File: config.mk
export PLATFORM = sky130hd
export DESIGN_NAME = adc_scan_host
export DESIGN_NICKNAME = d
export VERILOG_FILES = /design/src/rtl/adc_scan_pkg.sv /design/src/rtl/adc_conv_clk.sv /design/src/rtl/adc_frame_shifter.sv /design/src/rtl/adc_result_bank.sv /design/src/rtl/adc_scan_host.sv
export SDC_FILE = /design/constraint.sdc
export NUM_CORES = 1
export LEC_CHECK = 0
export BUFFER_PORTS_ARGS = -buffer_cell sky130_fd_sc_hd__clkbuf_2
export CAP_MARGIN = 20
export CORE_MARGIN = 1.5
export CORE_UTILIZATION = 50
export DETAILED_ROUTE_END_ITERATION = 6
export PLACE_DENSITY_LB_ADDON = 0.3
export SLEW_MARGIN = 20
export SYNTH_ARGS = -nofsm -noshare
export SYNTH_HDL_FRONTEND = slang
export SYNTH_SLANG_ARGS = --single-unit
File: constraint.sdc
create_clock -name clk -period 4.8 [get_ports clk]
set_input_delay 0.48 -clock clk [delete_from_list [all_inputs] [get_ports clk]]
set_output_delay 0.48 -clock clk [all_outputs]
set_load 0.02 [all_outputs]
File: src/rtl/adc_scan_pkg.sv
package adc_scan_pkg;
    typedef enum logic [1:0] {
        ST_IDLE  = 2'd0,
        ST_SETUP = 2'd1,
        ST_SHIFT = 2'd2,
        ST_WAIT  = 2'd3
    } scan_state_t;
endpackage

File: src/rtl/adc_conv_clk.sv
module adc_conv_clk #(
    parameter int HALF = 4
) (
    input  logic clk,
    input  logic rst_n,
    output logic adc_clk,
    output logic rise_tick
);
    localparam int CW = $clog2(HALF) + 1;

    logic [CW-1:0] cnt;
    logic          wrap;

    assign wrap      = (cnt == CW'(HALF - 1));
    assign rise_tick = wrap && !adc_clk;

    always_ff @(posedge clk) begin
        if (!rst_n) begin
            cnt     <= '0;
            adc_clk <= 1'b0;
        end else if (wrap) begin
            cnt     <= '0;
            adc_clk <= ~adc_clk;
        end else begin
            cnt <= cnt + 1'b1;
        end
    end

    a_r6_tick_rises: assert property (@(posedge clk) disable iff (!rst_n)
        rise_tick |=> adc_clk);
endmodule

File: src/rtl/adc_frame_shifter.sv
module adc_frame_shifter #(
    parameter int SCLK_HALF = 2,
    parameter int ADDR_W    = 4,
    parameter int DATA_W    = 8
) (
    input  logic              clk,
    input  logic              rst_n,
    input  logic              load,
    input  logic [ADDR_W-1:0] addr,
    input  logic              start,
    input  logic              miso,
    output logic              sclk,
    output logic              mosi,
    output logic              done,
    output logic [DATA_W-1:0] rx_byte
);
    localparam int DW    = $clog2(SCLK_HALF) + 1;
    localparam int BW    = $clog2(DATA_W);
    localparam int PAD_W = DATA_W - ADDR_W;

    logic [DW-1:0]     div_cnt;
    logic [BW-1:0]     bit_cnt;
    logic [DATA_W-1:0] tx_sr;
    logic              busy;
    logic              half_end;

    assign half_end = busy && (div_cnt == DW'(SCLK_HALF - 1));
    assign done     = half_end && sclk && (bit_cnt == BW'(DATA_W - 1));
    assign mosi     = tx_sr[DATA_W-1];

    always_ff @(posedge clk) begin
        if (!rst_n) begin
            busy    <= 1'b0;
            sclk    <= 1'b0;
            div_cnt <= '0;
            bit_cnt <= '0;
            tx_sr   <= '0;
            rx_byte <= '0;
        end else begin
            if (load) begin
                tx_sr <= {addr, {PAD_W{1'b0}}};
            end
            if (start) begin
                busy    <= 1'b1;
                sclk    <= 1'b0;
                div_cnt <= '0;
                bit_cnt <= '0;
            end else if (half_end) begin
                div_cnt <= '0;
                if (!sclk) begin
                    sclk    <= 1'b1;
                    rx_byte <= {rx_byte[DATA_W-2:0], miso};
                end else begin
                    sclk    <= 1'b0;
                    tx_sr   <= {tx_sr[DATA_W-2:0], 1'b0};
                    bit_cnt <= bit_cnt + 1'b1;
                    if (bit_cnt == BW'(DATA_W - 1)) begin
                        busy <= 1'b0;
                    end
                end
            end else if (busy) begin
                div_cnt <= div_cnt + 1'b1;
            end
        end
    end

    // data to the converter is steady across every rising serial edge
    a_r3_mosi_steady: assert property (@(posedge clk) disable iff (!rst_n)
        (busy && $rose(sclk)) |-> $stable(mosi));
    // the serial clock rests low between frames
    a_r3_sclk_idle: assert property (@(posedge clk) disable iff (!rst_n)
        !busy |-> !sclk);
endmodule

File: src/rtl/adc_result_bank.sv
module adc_result_bank #(
    parameter int NUM_CH = 9,
    parameter int CH_W   = 4,
    parameter int DATA_W = 8
) (
    input  logic              clk,
    input  logic              rst_n,
    input  logic              wr_en,
    input  logic [CH_W-1:0]   wr_ch,
    input  logic [DATA_W-1:0] wr_data,
    input  logic [CH_W-1:0]   rd_ch,
    output logic [DATA_W-1:0] rd_data
);
    logic [DATA_W-1:0] regs [NUM_CH];

    for (genvar i = 0; i < NUM_CH; i++) begin : g_entry
        always_ff @(posedge clk) begin
            if (!rst_n) begin
                regs[i] <= '0;
            end else if (wr_en && (wr_ch == CH_W'(i))) begin
                regs[i] <= wr_data;
            end
        end
    end

    always_comb begin
        rd_data = '0;
        for (int i = 0; i < NUM_CH; i++) begin
            if (rd_ch == CH_W'(i)) begin
                rd_data = regs[i];
            end
        end
    end

    a_r9_write_in_range: assert property (@(posedge clk) disable iff (!rst_n)
        wr_en |-> (wr_ch < CH_W'(NUM_CH)));
endmodule

File: src/rtl/adc_scan_host.sv
module adc_scan_host
    import adc_scan_pkg::*;
#(
    parameter int NUM_CH    = 9,
    parameter int CH_W      = 4,
    parameter int ADDR_W    = 4,
    parameter int DATA_W    = 8,
    parameter int SCLK_HALF = 2,
    parameter int ADC_HALF  = 4,
    parameter int CONV_CLKS = 32,
    parameter int CS_SETUP  = 3
) (
    input  logic              clk,
    input  logic              rst_n,
    input  logic              wait_mode,
    input  logic              eoc,
    input  logic              miso,
    output logic              sclk,
    output logic              cs_n,
    output logic              mosi,
    output logic              adc_clk,
    output logic              res_valid,
    output logic [CH_W-1:0]   res_chan,
    output logic [DATA_W-1:0] res_data,
    input  logic [CH_W-1:0]   rd_chan,
    output logic [DATA_W-1:0] rd_data
);
    localparam int SW = $clog2(CS_SETUP) + 1;
    localparam int WW = $clog2(CONV_CLKS) + 1;

    scan_state_t       state, state_nx;
    logic [SW-1:0]     setup_cnt;
    logic [WW-1:0]     wait_cnt;
    logic [CH_W-1:0]   send_ch, prev_ch;
    logic              have_prev, mode_q;
    logic              eoc_m, eoc_s, eoc_d, eoc_rise;
    logic              adc_rise, frame_done;
    logic              load_addr, start_shift, store;
    logic [DATA_W-1:0] rx_byte;

    adc_conv_clk #(.HALF(ADC_HALF)) u_cclk (
        .clk(clk), .rst_n(rst_n), .adc_clk(adc_clk), .rise_tick(adc_rise)
    );

    adc_frame_shifter #(.SCLK_HALF(SCLK_HALF), .ADDR_W(ADDR_W), .DATA_W(DATA_W)) u_shift (
        .clk(clk), .rst_n(rst_n), .load(load_addr), .addr(ADDR_W'(send_ch)),
        .start(start_shift), .miso(miso), .sclk(sclk), .mosi(mosi),
        .done(frame_done), .rx_byte(rx_byte)
    );

    adc_result_bank #(.NUM_CH(NUM_CH), .CH_W(CH_W), .DATA_W(DATA_W)) u_bank (
        .clk(clk), .rst_n(rst_n), .wr_en(store), .wr_ch(prev_ch), .wr_data(rx_byte),
        .rd_ch(rd_chan), .rd_data(rd_data)
    );

    assign eoc_rise = eoc_s && !eoc_d;

    always_ff @(posedge clk) begin
        if (!rst_n) state <= ST_IDLE;
        else        state <= state_nx;
    end

    always_comb begin
        state_nx = state;
        unique case (state)
            ST_IDLE:  state_nx = ST_SETUP;
            ST_SETUP: if (adc_rise && setup_cnt == SW'(CS_SETUP - 1)) state_nx = ST_SHIFT;
            ST_SHIFT: if (frame_done) state_nx = ST_WAIT;
            ST_WAIT:  if (mode_q ? eoc_rise
                                 : (adc_rise && wait_cnt == WW'(CONV_CLKS - 1)))
                          state_nx = ST_SETUP;
            default:  state_nx = ST_IDLE;
        endcase
    end

    always_comb begin
        load_addr   = (state_nx == ST_SETUP) && (state != ST_SETUP);
        start_shift = (state == ST_SETUP) && (state_nx == ST_SHIFT);
        store       = (state == ST_SHIFT) && frame_done && have_prev;
        cs_n        = !((state == ST_SETUP) || (state == ST_SHIFT));
    end

    always_ff @(posedge clk) begin
        if (!rst_n) begin
            setup_cnt <= '0;
            wait_cnt  <= '0;
            send_ch   <= '0;
            prev_ch   <= '0;
            have_prev <= 1'b0;
            mode_q    <= 1'b0;
            eoc_m     <= 1'b0;
            eoc_s     <= 1'b0;
            eoc_d     <= 1'b0;
            res_valid <= 1'b0;
            res_chan  <= '0;
            res_data  <= '0;
        end else begin
            eoc_m <= eoc;
            eoc_s <= eoc_m;
            eoc_d <= eoc_s;
            if (state != ST_SETUP)  setup_cnt <= '0;
            else if (adc_rise)      setup_cnt <= setup_cnt + 1'b1;
            if (state != ST_WAIT)   wait_cnt  <= '0;
            else if (adc_rise)      wait_cnt  <= wait_cnt + 1'b1;
            if (state == ST_SHIFT && frame_done) begin
                prev_ch   <= send_ch;
                have_prev <= 1'b1;
                mode_q    <= wait_mode;
                send_ch   <= (send_ch == CH_W'(NUM_CH - 1)) ? '0 : send_ch + 1'b1;
            end
            res_valid <= store;
            if (store) begin
                res_chan <= prev_ch;
                res_data <= rx_byte;
            end
        end
    end

    // the store strobe never lasts two cycles
    a_r9_valid_pulse: assert property (@(posedge clk) disable iff (!rst_n)
        res_valid |=> !res_valid);
    // the reported channel lies inside the scan set
    a_r9_chan_range: assert property (@(posedge clk) disable iff (!rst_n)
        res_valid |-> (res_chan < CH_W'(NUM_CH)));
    // with no end-of-conversion edge pending, select stays released
    a_r7_eoc_gate: assert property (@(posedge clk) disable iff (!rst_n)
        (state == ST_WAIT && mode_q && !eoc_s) |=> cs_n);
    // a counted wait ends only on its final conversion-clock rise
    a_r6_count_done: assert property (@(posedge clk) disable iff (!rst_n)
        ($fell(cs_n) && $past(state) == ST_WAIT && !$past(mode_q))
            |-> ($past(wait_cnt) == WW'(CONV_CLKS - 1)));
    // the serial clock never starts before the setup rises are counted
    a_r8_setup_done: assert property (@(posedge clk) disable iff (!rst_n)
        (state == ST_SETUP && !adc_rise) |=> (state != ST_SHIFT));
endmodule

; ---- Word level (Yosys, flattened, before mapping)
; Memories as Yosys holds them, arrays and structs flattened.
; Cells that the tools add are included.
[word_totals]
reg_bits = 64
ram_bits = 72
out_inout_bits = 25
word_cells = 169
mem_count = 1
[op_classes]
addsub = 6
n_eq_ne = 29
muxes = 61
bitwise_logic = 13
n_reduce_logical = 38
[mem_list]
columns = memory, words, width, read_ports, rd_clocked_by_memory_dff, write_ports, line
row1 = u_bank.regs, 9, 8, 9, 0, 9, adc_result_bank.sv:14  ; logic [DATA_W-1:0] regs [NUM_CH];
[ops]
columns = op, count
row1 = 8-bit 2-to-1 mux, 22
row2 = 1-bit 2-to-1 mux, 34
row3 = 4-bit by 3-bit equality test with 1-bit output (second input constant), 8
row4 = 1-bit logical AND, 20
row5 = 4-bit by 2-bit equality test with 1-bit output (second input constant), 4
row6 = 4-bit equality test (second input constant), 3
row7 = 3-bit by 1-bit adder with 3-bit output (second input constant), 3
row8 = 1-bit bitwise OR, 9
row9 = 4-bit by 1-bit equality test with 1-bit output (second input constant), 2
row10 = 4-bit logical NOT, 2
row11 = 2-bit one-hot mux with 4 select lines, 1
row12 = 2-bit OR reduction, 4
row13 = 6-bit by 1-bit adder with 6-bit output (second input constant), 1
row14 = 2-bit by 1-bit equality test with 1-bit output (second input constant), 3
row15 = 2-bit equality test (second input constant), 3
row16 = 3-bit by 2-bit equality test with 1-bit output (second input constant), 2
row17 = 6-bit by 5-bit equality test with 1-bit output (second input constant), 1
row18 = 2-bit 2-to-1 mux, 3
row19 = 3-bit AND reduction, 2
row20 = 2-bit nonzero test, 3
row21 = 4-bit by 1-bit adder with 4-bit output (second input constant), 1
row22 = 4-bit 2-to-1 mux, 1
row23 = 1-bit NOT, 4
row24 = 3-bit equality test (second input constant), 1
row25 = 8 further kinds, 10

; ---- Longest topological paths before layout
[logic_depth]
ltp_word = 12
ltp_mapped = 9
ltp_nobuf = 7

; ---- By module
; From an unflattened synthesis, not the netlist that was laid out.
[hier_totals]
hier_cells = 582
hier_area_um2 = 6218.5
[by_module_without_submodules]
columns = mod, n_inst, cells_per_inst, area_each_um2, seq_area_each_um2
row1 = adc_result_bank, 1, 283, 3499.6, 2162.1
row2 = adc_scan_host, 1, 187, 1576.5, 740.7
row3 = adc_frame_shifter, 1, 97, 984.7, 460.4
row4 = adc_conv_clk, 1, 15, 157.7, 80.1

; ---- Least setup slack after synthesis
; No wires, ideal clock.
[synth_timing]
path_type = flip-flop to flip-flop
startpoint = register u_shift.bit_cnt[0]
endpoint = memory u_bank.regs[1][0], enable pin
setup_time_ns = 0.384
arrival_time_ns = 2.066
required_ns = 4.416
slack_ns = 2.350
path_stages_with_launch = 7
path_buffers = 0
period_less_slack_ns = 2.450
path_cell_list = dfxtp_1 > ha_1 > ha_1 > and4_1 > nand3_2 > or3_4 > o21ai_0
[synth_lines]
columns = element, line
row1 = start: declaration, adc_frame_shifter.sv:22  ; logic [BW-1:0] bit_cnt;
row2 = start signal: assignment, adc_frame_shifter.sv:56  ; bit_cnt <= bit_cnt + 1'b1;
row3 = end: declaration, adc_result_bank.sv:14

==> qor.txt <==
kind of critical path = reg2reg
Routed WL = 12.93 mm
main flop type after synthesis = edfxtp_1
hpwl dp = 8.896 mm
RR Endpoint = u_bank.regs[1][6]$_SDFFCE_PN0P_
Final Cycle Share = 62.23%
total gr overflow = 0
Final min period = 2.987 ns
Layout Nets = 599
CTS Sinks = 136
first-pass GRT wire length = 21.14 mm
via count = 4105
net count after synthesis = 576
mux cell area share after synthesis = 7.286%
synth warn = 0
DR iter-0 viols = 195
Reg2Reg Depth = 4
fin worst setup slack = 1.813 ns
dominant cell by count in the synthesized netlist = and2_1
Fmax = 334.8 MHz
Clock Path Buffers = 2
required time of the critical path = 4.83 ns
power per cell area = 370.1 mW/mm^2
simple-gate share of the synthesized area = 20.18%
Synth area leader = edfxtp_1
chip height = 113.7 um
Antenna Cells = 0
total CTS buffers = 17
Initial Utilization = 51.26%
sequential fraction of the synthesis area = 56.16%
Synth Area in XOR/XNOR = 1.143%
reg2reg start = state[1]$_SDFF_PN0_
Syn Inst Count = 552
EDFF count, synth = 72
RSZ-0062 raised after global routing = false
Peak VDD IR = 0.1961 mV
asr flop ratio synth = 0%
worst slack at placement = 1.764 ns
GPL Wtd Cong = 0.8014
Compound-Gate Fraction of Synth Area = 9.163%
CTS root buf = clkbuf_16
DRT Pass-1 Iters = 4
Clock Latency Late Sink = 0.42 ns
Avg WL per Cell = 17.61 um
syn_area_per_cell = 11.11 sq um
status = complete, no violations
global-route usage over all layers = 21.67%
Worst Path Max Fanout = 17
CTS Hold Bufs = 0
Arrival @ worst endpoint = 3.01 ns
Post-CTS Setup Inserts = 0
io pins = 34
Rows = 40
Slew Viols, Final = 0
share of the synthesized area in the top cell type = 35.27%
final setup violating endpoints = 0
post-synthesis adder-cell area fraction = 3.061%
MaxCap Viol Count = 0
area grow syn2layout = 12.29%
initial antenna violation count = 0
Synth cell types = 52
Power, Total = 2548 uW
Critical Path End Type = flip-flop
CP Launch Type = flip-flop
H-tree levels = 4
final setup TNS = 0 ns
Fin. Hold Viols = 0
routed vias/inst = 5.593
layout cells sized above 1 = 15.16%
Slew @ Worst Pin = 1.043 ns
critical path startpoint = state[1]$_SDFF_PN0_
CTS tree = built
die area = 0.01293 sq mm
min-delay worst type = in2reg
I/O Buffers = 33
CP Capture Point = u_bank.regs[1][6]$_SDFFCE_PN0P_
clock slew at reported path FFs = 0.06 ns
# resized after CTS = 0
vias in the first global route = 4071
Reg2Reg Setup Slack = 1.81 ns
chip width = 113.7 um
Leak = 0.002469 uW
residual DRC count = 0
Clock Skew = 0.01241 ns
Syn Std Cell Area = 0.006131 sq mm
main combinational cell family by area after synthesis = simple AND/OR/NAND/NOR gates
Core Region = 0.01196 sq mm
main area contributors after synthesis = edfxtp_1 (35%), dfxtp_1 (21%), and2_1 (7.8%)
Rel. slew slack = 29.74%
Detail Route Antenna Nets = 0
flops & latches, synth = 136
pin count of the biggest net entering global routing = 42
top cells by count, synth = and2_1 (76), edfxtp_1 (72), nand2_1 (68)
==> power breakdown <==
group	leakage (uW)	internal, uW	switching (uW)
registers	0.00120	1260	16.0
clock network	0.000246	694	455
logic	0.00102	48.1	75.0
total	0.00247	2000	546
==> per-layer routing <==
layer,wire (um),track usage [%]
met5,0,0
met4,210,6.917
met3,596,4.835
met2,6418,36.39
met1,5701,28.13
==> sequential cells by signal, summed over array words and instances (netlist names), 2 cells and up <==
signal / count
u_bank.regs: 72
res_data: 8
u_shift.rx_byte: 8
u_shift.tx_sr: 8
wait_cnt: 6
prev_ch: 4
res_chan: 4
send_ch: 4
setup_cnt: 3
u_cclk.cnt: 3
u_shift.bit_cnt: 3
state: 2
u_shift.div_cnt: 2
==> critical path: stages (launching register included) <==
cell and delay (ns):
dfxtp_1 0.48, ha_1 0.39, nand3_2 0.37, or3_4 0.51, o21ai_0 0.84
==> cells by family (layout without fill, tap and decap cells) <==
logic type / count (synthesis) / count (layout)
DFF: 136 / 136
muxes: 27 / 27
buffers and inverters: 45 / 80
AOI/OAI and AO/OA: 95 / 95
and+or+nand+nor: 226 / 226
xor gates and xnor gates: 8 / 8
adders and majority gates: 15 / 15
==> stage by stage <==
stage | utilization (%) | hold WS, ns | std cells | area [sq um]
finish | 57.55 | 0.2708 | 734 | 6884
global route | 57.55 | 0.2734 | 734 | 6884
CTS | 57.51 | 0.2600 | 734 | 6879
detailed placement | 53.17 | 0.4161 | 703 | 6360
global placement | 53.17 | 0.4062 | 703 | 6360
floorplan | - | 0.3992 | 552 | 6131
==> worst min path at each step <==
stage,startpoint,cells after the start,to,slack (ns)
2_1_floorplan,u_cclk.cnt[0]$_SDFF_PP0_,1,u_cclk.cnt[0]$_SDFF_PP0_,0.40
3_3_place_gp,u_cclk.cnt[0]$_SDFF_PP0_,1,u_cclk.cnt[0]$_SDFF_PP0_,0.41
3_5_place_dp,u_cclk.cnt[0]$_SDFF_PP0_,1,u_cclk.cnt[0]$_SDFF_PP0_,0.42
4_1_cts,eoc,2,eoc_m$_SDFF_PN0_,0.26
5_1_grt,eoc,2,eoc_m$_SDFF_PN0_,0.27
6_report,eoc,2,eoc_m$_SDFF_PN0_,0.27
==> cells in the final DEF (no fill, tap or decap), types with 12 or more instances in the layout <==
cell type  netlist  layout
inv_1           15      15
and2_1          76      76
clkbuf_16        0      17
a21oi_1         47      47
dfxtp_1         64      64
nor2_1          30      30
o21ai_0         19      15
mux4_2          14      14
ha_1            15      15
o21ai_1          8      12
nand3_1         14      14
edfxtp_1        72      72
clkbuf_2         0      33
mux2i_1         12      12
nand2_1         68      68
==> cell type report <==
class | instances | area, sq um
Inverter | 15 | 56.30
Timing Repair Buffer | 34 | 172.7
Fill cell | 988 | 5077
Clock inverter | 12 | 86.33
Clock buffer | 19 | 432.9
Tap cell | 147 | 183.9
Sequential cell | 136 | 3443
Multi-Input combinational cell | 371 | 2509
Power figures use the tool's default switching activity.
